<file path="src/rtl/page_dram_pkg.sv">
package page_dram_pkg;
  typedef enum logic [3:0] {
    ST_IDLE, ST_PRE, ST_ROW_SET, ST_ROW_HOLD, ST_COL_SET,
    ST_COL_ACT, ST_RSP, ST_REF_SET, ST_REF_ACT
  } ctrl_st_e;

  typedef enum logic [1:0] {TGT_ROW, TGT_REF, TGT_IDLE} pre_tgt_e;

  function automatic int max_i(input int a, input int b);
    return (a > b) ? a : b;
  endfunction
endpackage

</file>
<file path="src/rtl/dram_wait_cnt.sv">
module dram_wait_cnt #(
  parameter int W = 4
) (
  input  logic         clk_i,
  input  logic         rst_ni,
  input  logic         load_i,
  input  logic [W-1:0] val_i,
  output logic         zero_o
);
  logic [W-1:0] cnt_q;

  always_ff @(posedge clk_i or negedge rst_ni) begin
    if (!rst_ni)              cnt_q <= '0;
    else if (load_i)          cnt_q <= val_i;
    else if (cnt_q != '0)     cnt_q <= cnt_q - 1'b1;
  end

  assign zero_o = (cnt_q == '0);
endmodule

</file>
<file path="src/rtl/dram_ref_timer.sv">
module dram_ref_timer #(
  parameter int PERIOD = 1562,
  parameter int ROW_W  = 10
) (
  input  logic             clk_i,
  input  logic             rst_ni,
  input  logic             take_i,
  input  logic             done_i,
  output logic             pend_o,
  output logic [ROW_W-1:0] row_o
);
  localparam int CW = $clog2(PERIOD);

  logic [CW-1:0]    cnt_q;
  logic             pend_q;
  logic [ROW_W-1:0] row_q;
  logic             wrap;

  assign wrap = (cnt_q == CW'(PERIOD - 1));

  always_ff @(posedge clk_i or negedge rst_ni) begin
    if (!rst_ni) begin
      cnt_q  <= '0;
      pend_q <= 1'b0;
      row_q  <= '0;
    end else begin
      cnt_q <= wrap ? '0 : cnt_q + 1'b1;
      if (wrap)        pend_q <= 1'b1;
      else if (take_i) pend_q <= 1'b0;
      if (done_i)      row_q  <= row_q + 1'b1;
    end
  end

  assign pend_o = pend_q;
  assign row_o  = row_q;


  take_pend_chk: assert property (@(posedge clk_i) disable iff (!rst_ni)
    take_i |-> pend_q);
endmodule

</file>
<file path="src/rtl/page_dram_ctrl.sv">
module page_dram_ctrl
  import page_dram_pkg::*;
#(
  parameter int ROW_W      = 10,
  parameter int COL_W      = 8,
  parameter int DATA_W     = 16,
  parameter int REF_PERIOD = 1562,
  parameter int PRE_CYC    = 2,
  parameter int ACC_CYC    = 2
) (
  input  logic                   clk_i,
  input  logic                   rst_ni,
  input  logic                   req_valid_i,
  output logic                   req_ready_o,
  input  logic                   req_we_i,
  input  logic [ROW_W+COL_W-1:0] req_addr_i,
  input  logic [DATA_W-1:0]      req_wdata_i,
  output logic                   rsp_valid_o,
  output logic [DATA_W-1:0]      rsp_rdata_o,
  output logic [max_i(ROW_W,COL_W)-1:0] mem_addr_o,
  output logic                   mem_row_sel_n_o,
  output logic                   mem_col_sel_n_o,
  output logic                   mem_we_n_o,
  output logic [DATA_W-1:0]      mem_dq_o,
  output logic                   mem_dq_oe_o,
  input  logic [DATA_W-1:0]      mem_dq_i
);
  localparam int AW  = max_i(ROW_W, COL_W);
  localparam int WW  = $clog2(max_i(PRE_CYC, ACC_CYC) + 1);
  localparam int HW  = $clog2(PRE_CYC + 2);

  ctrl_st_e          st_q, st_d;
  pre_tgt_e          tgt_q, tgt_d;
  logic [ROW_W-1:0]  row_q, open_row_q, ref_row;
  logic [COL_W-1:0]  col_q;
  logic              we_q, page_open_q;
  logic [DATA_W-1:0] wdata_q, rdata_q;
  logic              ld, wait_zero, ref_pend, ref_take, ref_done;
  logic [WW-1:0]     ld_val;
  logic              accept, row_active;
  logic [ROW_W-1:0]  req_row;
  logic [COL_W-1:0]  req_col;

  assign req_row = req_addr_i[ROW_W+COL_W-1:COL_W];
  assign req_col = req_addr_i[COL_W-1:0];
  assign req_ready_o = (st_q == ST_IDLE) && !ref_pend;
  assign accept = req_valid_i && req_ready_o;

  dram_wait_cnt #(.W(WW)) u_wait (
    .clk_i(clk_i), .rst_ni(rst_ni), .load_i(ld), .val_i(ld_val), .zero_o(wait_zero)
  );

  dram_ref_timer #(.PERIOD(REF_PERIOD), .ROW_W(ROW_W)) u_ref (
    .clk_i(clk_i), .rst_ni(rst_ni), .take_i(ref_take), .done_i(ref_done),
    .pend_o(ref_pend), .row_o(ref_row)
  );

  always_comb begin
    st_d     = st_q;
    tgt_d    = tgt_q;
    ld       = 1'b0;
    ld_val   = '0;
    ref_take = 1'b0;
    ref_done = 1'b0;
    unique case (st_q)
      ST_IDLE: begin
        if (ref_pend) begin
          st_d = ST_PRE; tgt_d = TGT_REF; ref_take = 1'b1;
          ld = 1'b1; ld_val = WW'(PRE_CYC - 1);
        end else if (req_valid_i) begin
          if (page_open_q && open_row_q == req_row) begin
            st_d = ST_COL_SET;
          end else if (page_open_q) begin
            st_d = ST_PRE; tgt_d = TGT_ROW;
            ld = 1'b1; ld_val = WW'(PRE_CYC - 1);
          end else begin
            st_d = ST_ROW_SET;
          end
        end
      end
      ST_PRE: if (wait_zero) begin
        unique case (tgt_q)
          TGT_REF:  st_d = ST_REF_SET;
          TGT_ROW:  st_d = ST_ROW_SET;
          default:  st_d = ST_IDLE;
        endcase
      end
      ST_ROW_SET:  st_d = ST_ROW_HOLD;
      ST_ROW_HOLD: st_d = ST_COL_SET;
      ST_COL_SET: begin
        st_d = ST_COL_ACT; ld = 1'b1; ld_val = WW'(ACC_CYC - 1);
      end
      ST_COL_ACT:  if (wait_zero) st_d = ST_RSP;
      ST_RSP:      st_d = ST_IDLE;
      ST_REF_SET: begin
        st_d = ST_REF_ACT; ld = 1'b1; ld_val = WW'(ACC_CYC - 1);
      end
      ST_REF_ACT: if (wait_zero) begin
        st_d = ST_PRE; tgt_d = TGT_IDLE; ref_done = 1'b1;
        ld = 1'b1; ld_val = WW'(PRE_CYC - 1);
      end
      default: st_d = ST_IDLE;
    endcase
  end

  always_ff @(posedge clk_i or negedge rst_ni) begin
    if (!rst_ni) begin
      st_q        <= ST_IDLE;
      tgt_q       <= TGT_IDLE;
      row_q       <= '0;
      col_q       <= '0;
      we_q        <= 1'b0;
      wdata_q     <= '0;
      rdata_q     <= '0;
      open_row_q  <= '0;
      page_open_q <= 1'b0;
    end else begin
      st_q  <= st_d;
      tgt_q <= tgt_d;
      if (accept) begin
        row_q   <= req_row;
        col_q   <= req_col;
        we_q    <= req_we_i;
        wdata_q <= req_wdata_i;
      end
      if (st_d == ST_PRE && st_q != ST_PRE) page_open_q <= 1'b0;
      if (st_q == ST_ROW_SET) begin
        page_open_q <= 1'b1;
        open_row_q  <= row_q;
      end
      if (st_q == ST_COL_ACT && wait_zero && !we_q) rdata_q <= mem_dq_i;
    end
  end

  always_comb begin
    row_active = (st_q == ST_IDLE) ? page_open_q
               : (st_q inside {ST_ROW_HOLD, ST_COL_SET, ST_COL_ACT, ST_RSP, ST_REF_ACT});
    unique case (st_q)
      ST_ROW_SET, ST_ROW_HOLD: mem_addr_o = AW'(row_q);
      ST_REF_SET, ST_REF_ACT:  mem_addr_o = AW'(ref_row);
      ST_COL_SET, ST_COL_ACT:  mem_addr_o = AW'(col_q);
      default:                 mem_addr_o = '0;
    endcase
  end

  assign mem_row_sel_n_o = !row_active;
  assign mem_col_sel_n_o = (st_q != ST_COL_ACT);
  assign mem_dq_oe_o     = we_q && (st_q inside {ST_COL_SET, ST_COL_ACT});
  assign mem_we_n_o      = !mem_dq_oe_o;
  assign mem_dq_o        = wdata_q;
  assign rsp_valid_o     = (st_q == ST_RSP) && !we_q;
  assign rsp_rdata_o     = rdata_q;

  // cycles the row strobe has been high, saturating; starts saturated
  logic [HW-1:0] hi_cnt_q;
  always_ff @(posedge clk_i or negedge rst_ni) begin
    if (!rst_ni)                 hi_cnt_q <= HW'(PRE_CYC);
    else if (!mem_row_sel_n_o)   hi_cnt_q <= '0;
    else if (hi_cnt_q != HW'(PRE_CYC)) hi_cnt_q <= hi_cnt_q + 1'b1;
  end


  reset_idle_chk: assert property (@(posedge clk_i)
    !rst_ni |-> (mem_row_sel_n_o && mem_col_sel_n_o && mem_we_n_o && !rsp_valid_o));

  row_addr_setup_chk: assert property (@(posedge clk_i) disable iff (!rst_ni)
    $fell(mem_row_sel_n_o) |-> $stable(mem_addr_o));

  col_addr_setup_chk: assert property (@(posedge clk_i) disable iff (!rst_ni)
    $fell(mem_col_sel_n_o) |-> (!mem_row_sel_n_o && $stable(mem_addr_o)));

  write_data_stable_chk: assert property (@(posedge clk_i) disable iff (!rst_ni)
    (!mem_col_sel_n_o && !mem_we_n_o) |-> $stable(mem_dq_o));

  precharge_gap_chk: assert property (@(posedge clk_i) disable iff (!rst_ni)
    $fell(mem_row_sel_n_o) |-> (hi_cnt_q >= HW'(PRE_CYC)));

  rsp_pulse_chk: assert property (@(posedge clk_i) disable iff (!rst_ni)
    rsp_valid_o |=> !rsp_valid_o);

  busy_after_accept_chk: assert property (@(posedge clk_i) disable iff (!rst_ni)
    (req_valid_i && req_ready_o) |=> !req_ready_o);
endmodule

</file>
<file path="config.mk">
export PLATFORM = sky130hd
export DESIGN_NAME = page_dram_ctrl
export DESIGN_NICKNAME = d
export VERILOG_FILES = /design/src/rtl/page_dram_pkg.sv /design/src/rtl/dram_wait_cnt.sv /design/src/rtl/dram_ref_timer.sv /design/src/rtl/page_dram_ctrl.sv
export SDC_FILE = /design/constraint.sdc
export NUM_CORES = 1
export LEC_CHECK = 0
export BUFFER_PORTS_ARGS = -buffer_cell sky130_fd_sc_hd__buf_2
export CORE_ASPECT_RATIO = 0.9
export CORE_MARGIN = 2
export CORE_UTILIZATION = 45
export CTS_BUF_LIST = sky130_fd_sc_hd__clkbuf_16
export DETAILED_ROUTE_END_ITERATION = 7
export GPL_TIMING_DRIVEN = 0
export PLACE_DENSITY_LB_ADDON = 0.2
export SLEW_MARGIN = 20
export SYNTH_ARGS = -nofsm -noshare
export SYNTH_HDL_FRONTEND = slang
export SYNTH_SLANG_ARGS = --single-unit
</file>
<file path="constraint.sdc">
create_clock -name clk_i -period 3.48 [get_ports clk_i]
set_input_delay 0.696 -clock clk_i [delete_from_list [all_inputs] [get_ports clk_i]]
set_output_delay 0.696 -clock clk_i [all_outputs]
set_load 0.05 [all_outputs]
</file>
# After elaboration in Yosys (flattened, before gate mapping)
# Index checks and enable logic that the tools add are counted.
# Widths: inputs -> output; s select.
dict set report totals {
  ff_bits 92
  inputBits 54
  out_inout_bits 48
  elab_cells 100
}
dict set report op_classes {
  addsub 3
  n_eq_ne 18
  mux 39
  n_reduce_logical 27
}
# operator n
set ops {}
lappend ops {{$pmux 4 s8} 1}
lappend ops {{$pmux 10 s3} 1}
lappend ops {{$mux 4} 5}
lappend ops {{$mux 1} 18}
lappend ops {{$eq 4x3->1 const B} 4}
lappend ops {{$mux 2} 8}
lappend ops {{$reduce_bool 2->1} 6}
lappend ops {{$add 11x1->11 const B} 1}
lappend ops {{$eq 11x11->1 const B} 1}
lappend ops {{$mux 11} 1}
lappend ops {{$add 10x1->10 const B} 1}
lappend ops {{$eq 10x10->1} 1}
lappend ops {{$ne 3x2->1 const B} 3}
lappend ops {{$eq 4x1->1 const B} 2}
lappend ops {{$eq 4x2->1 const B} 2}
lappend ops {{$logic_and 1x1->1} 8}
lappend ops {{$reduce_or 2->1} 4}
lappend ops {{$pmux 1 s3} 2}
lappend ops {{$pmux 3 s2} 1}
lappend ops {{$reduce_and 5->1} 1}
lappend ops {{$reduce_bool 5->1} 1}
lappend ops {{$eq 4x4->1 const B} 1}
lappend ops {{$logic_not 1->1} 4}
lappend ops {{$logic_not 2->1} 2}
lappend ops {{8 further kinds} 8}

# Logic depth before layout (Yosys ltp)
dict set report logic_depth {
  word_depth 10
  mapped_depth 7
  ltp_nobuf 7
}

# Hierarchy
# Synthesis repeated with hierarchy kept, for this count alone.
dict set report unflattened {
  cells_unflattened 327
  hier_area_um2 4309.1
}
# module n_inst cells_each area_per_inst_um2
set modules_own_cells {}
lappend modules_own_cells {page_dram_ctrl 1 225 3193.1}
lappend modules_own_cells {dram_ref_timer 1 90 1003.5}
lappend modules_own_cells {dram_wait_cnt 1 12 112.6}

# Worst setup path before layout
# No wires, ideal clock.
dict set report synth_path {
  path_type {register -> output}
  start {register st_q[2]}
  end {output port mem_dq_oe_o}
  arrival_time_ps 1934
  required_ps 2784
  slack_ps 850
  path_stages_with_launch 6
  path_cell_list {dfrtp_1 > clkbuf_1 > nand2_1 > nor2_1 > nand2_1 > inv_1}
}
dict set report synth_via {
  elab_chain_cells 3
  word_cells_on_any_way 4
}
# element line
set synth_rtl {}
lappend synth_rtl {{start: declaration} page_dram_ctrl.sv:32} ;# ctrl_st_e st_q, st_d;
lappend synth_rtl {{start signal: assignment} page_dram_ctrl.sv:118} ;# st_q <= st_d;
lappend synth_rtl {{$eq 4x3->1} page_dram_ctrl.sv:148} ;# assign mem_dq_oe_o = we_q && (st_q inside {ST_COL_SET, ST_COL_ACT});
lappend synth_rtl {{$reduce_bool 2->1 (*)} page_dram_ctrl.sv:148}
lappend synth_rtl {{$logic_and 1x1->1 (*)} page_dram_ctrl.sv:148}
lappend synth_rtl {{end: declaration} page_dram_ctrl.sv:25} ;# output logic mem_dq_oe_o,
# Every way passes the cells marked *; elsewhere a longest branch is shown, timed or not.

# Worst setup path in the final report
dict set report layout_path {
  start {register st_q[2]}
  end {output port mem_addr_o[1]}
}
dict set report layout_via {
  elab_chain_cells 3
  word_cells_on_any_way 10
}
# element line
set layout_rtl {}
lappend layout_rtl {{$eq 4x3->1, or another cell as far along} page_dram_ctrl.sv:138} ;# unique case (st_q)
lappend layout_rtl {{$reduce_or 2->1} page_dram_ctrl.sv:138}
lappend layout_rtl {{$pmux 10 s3 (*)} page_dram_ctrl.sv:138}
lappend layout_rtl {{end: declaration} page_dram_ctrl.sv:20} ;# output logic [max_i(ROW_W,COL_W)-1:0] mem_addr_o,
# Marked as above.

==> results.md <==
- FF+latch count, synth: 92
- RSZ-0062 raised after global routing: no
- Mux contribution to synthesized area: 0.175
- Largest net degree at the start of global routing: 63
- Post-synth EDFFs: 0
- Reg2reg start: st_q[0]$_DFF_PN0_
- Dominant delay contributor by cell family on the critical path: buffers and inverters
- Worst Tran Pin Value: 0.783 ns
- Root buffer cell: clkbuf_16
- Routability-driven placement congestion ratio: 0.858
- Required time worst endpoint: 2.78 ns
- Hold_ws: 0.231 ns
- Min-Delay Path Class: input port to asynchronous set/reset pin
- GRT Overall Usage: 0.181
- Port Buffers: 101
- Final Non-Filler Cells: 571
- Max IR drop VDD: 0.682 mV
- Die width: 105 µm
- Crit start category: register
- Worst path cell trace: clkbuf_1 -> nand2_1 -> nor2_1 -> a222oi_1 -> inv_1 -> buf_2
- Final HPWL from detailed placement: 6.10 mm
- Minimum clock period: 3.09 ns
- Cell Pwr Density: 1020 nW/µm²
- Most numerous cell in the Yosys netlist: dfrtp_1
- Syn Nets: 389
- Starting Density: 0.457
- Die H: 94.9 µm
- Core footprint: 9040 µm²
- Antenna cell count: 0
- Vias: 2,948
- Compound-Gate Fraction of Synth Area: 0.0584
- Worst Path Buf+Inv: 3
- Synth area leaders: dfrtp_1, mux2_2, mux2_4
- Total clock sinks: 92
- Detailed-route wire length: 8.44 mm
- Inserted Clock Buffers: 9
- Iter 0 DRT Violations: 127
- Hold Buf Count CTS: 0
- Sequential area share after synthesis: 0.557
- Final Setup Violations: 0
- Endpoint class of the critical path: primary output
- Largest family of logic cells by synthesized area: multiplexers
- Worst-path fanout max: 10
- Fin crit share: 0.888
- Antenna violations before repair: 0
- DR DRC count: 0
- Post-synthesis async set-or-reset flop share: 1.00
- Cell Count Post-Placement: 555
- Critical path startpoint: st_q[2]$_DFF_PN0_
- Worst clock skew: 0.00780 ns
- Post_cts resized: 0
- Nets: 502
- Synth Area per Inst: 12.5 µm²
- Rows: 33
- Max-cap violations: 0
- Largest area contributor in the netlist: dfrtp_1
- Static Leak: 0.00246 µW
- I/O Pins: 102
- Drt wl/cell: 14.8 µm
- Post-Synth Adder-Cell Area: 0.0121
- Post-synth top area share: 0.551
- First-pass GRT wire length: 14.1 mm
- Ys Warns: 0
- Final Util: 0.567
- Final slew viol count: 0
- Ys flop type: dfrtp_1
- Max incr delay on CP: 0.53 ns
- Post-synth cell types: 45
- Synth Area in XOR/XNOR: 0.0593
- Most common library cells after synthesis: dfrtp_1, mux2_2, nand2_1
- Gr ovfl total: 0
- DIE AREA: 9970 µm²
- Slowest-stage cell, CP: nor2_1
- Drt first pass iters: 5
- Fmax: 0.324 GHz
- Critical Path AT: 2.39 ns
- Setup TNS: 0 ns
- Outcome: finished clean
- Max-slew headroom: 0.465
- Clock H-tree levels: 3
- Post-CTS Setup Repair Bufs: 0
- Area growth, synth to finish: 23.9%
- Clock Pin Slew Worst Setup and Hold Paths: 0.07 ns
- Worst-Skew Late Latency: 0.34 ns
- Simple-gate portion of the synthesized area: 0.105
- Mapped Area: 4140 µm²
- Final Hold Viols: 0
- Critical path class: register to primary output
- Via/cell ratio: 5.16
- Share of cells above drive strength 1: 0.432
- CTS Buffer Depth: 2
- Vias in the first global route: 2,873
- CTS tree: done
- Final ANT Viol Nets: 0
- Mapped Cells: 331
==> routing by layer <==
metal  vias up  track usage  wire [µm]  share of wire
met4         0       0.0756        125          0.015
met2       112        0.267       3730           0.44
met1      1421        0.257       4050           0.48
met3        13       0.0421        526          0.062
li1       1402            -          -              -
met5         -            0          0              0
==> worst paths after layout <==
check / endpoint / slack (ns) / cells past startpoint
worst max-delay path: mem_addr_o[1] / 0.39 / 6
worst min-delay path: rsp_rdata_o[10]$_DFFE_PN0P_ / 0.23 / 1
worst max register to register: open_row_q[3]$_DFFE_PN0P_ / 1.44 / 5
worst min register to register: u_ref.row_o[9]$_DFFE_PN0P_ / 0.48 / 1
max in group asynchronous: mem_dq_o[1]$_DFFE_PN0P_ / 2.66 / 2
min in group clk_i: u_ref.row_o[9]$_DFFE_PN0P_ / 0.48 / 1
==> cell usage in the layout (no fill, tap or decap), types with 3 or more instances in the layout <==
master	Yosys	routed
a21oi_1	4	4
nor4_1	3	3
buf_2	4	104
a22o_1	3	3
nand3_1	10	10
ha_1	4	4
nor3_1	5	5
dfrtp_1	91	91
clkbuf_16	0	9
mux2_2	51	51
a222oi_1	8	8
xnor2_1	12	12
nand2_1	26	26
clkbuf_1	4	4
o21ai_0	8	8
nor2_1	16	16
inv_1	16	16
mux2_4	10	10
xor2_1	16	16
nand4_1	4	4
==> report_power, final <==
part	switching (µW)	total (µW)	internal, µW
clock	417	976	559
sequential	270	1760	1490
combinational	1640	2470	827
==> stage by stage <==
| stage | power, µW | setup WS (ns) | area, µm² |
|---|---|---|---|
| floorplan | 3660 | 0.850 | 4140 |
| global placement | 4200 | 0.773 | 4790 |
| detailed placement | 4250 | 0.798 | 4830 |
| CTS | 5250 | 0.412 | 5120 |
| global route | 5510 | 0.159 | 5120 |
| finish | 5210 | 0.389 | 5120 |
==> state kept, by name, summed over array words and instances (netlist names) <==
register	cells
mem_dq_o	16
rsp_rdata_o	16
we_q	1
u_ref.cnt_q	11
open_row_q	10
page_open_q	1
u_ref.row_o	10
st_q	4
row_q	10
u_wait.cnt_q	2
col_q	8
tgt_q	2
u_ref.pend_o	1
==> layout make-up <==
class                      instances  area (µm²)
timing repair buffer             102         539
buffer                            11        73.8
clock inverter                     7        72.6
tap                              122         153
fill                             776        3920
clock buffer                       9         225
sequential                        92        2300
inverter                          17        63.8
multi-input combinational        211        1690
==> logic make-up (layout without fill, tap and decap cells) <==
group           count (synthesis)  in the layout
flops                          92             92
simple gates                   85             85
mux                            61             61
compound gates                 33             33
xor+xnor                       28             28
buf+inv                        28            146
fa+ha+maj                       4              4
Note: power is estimated with default switching activity, not from simulation.
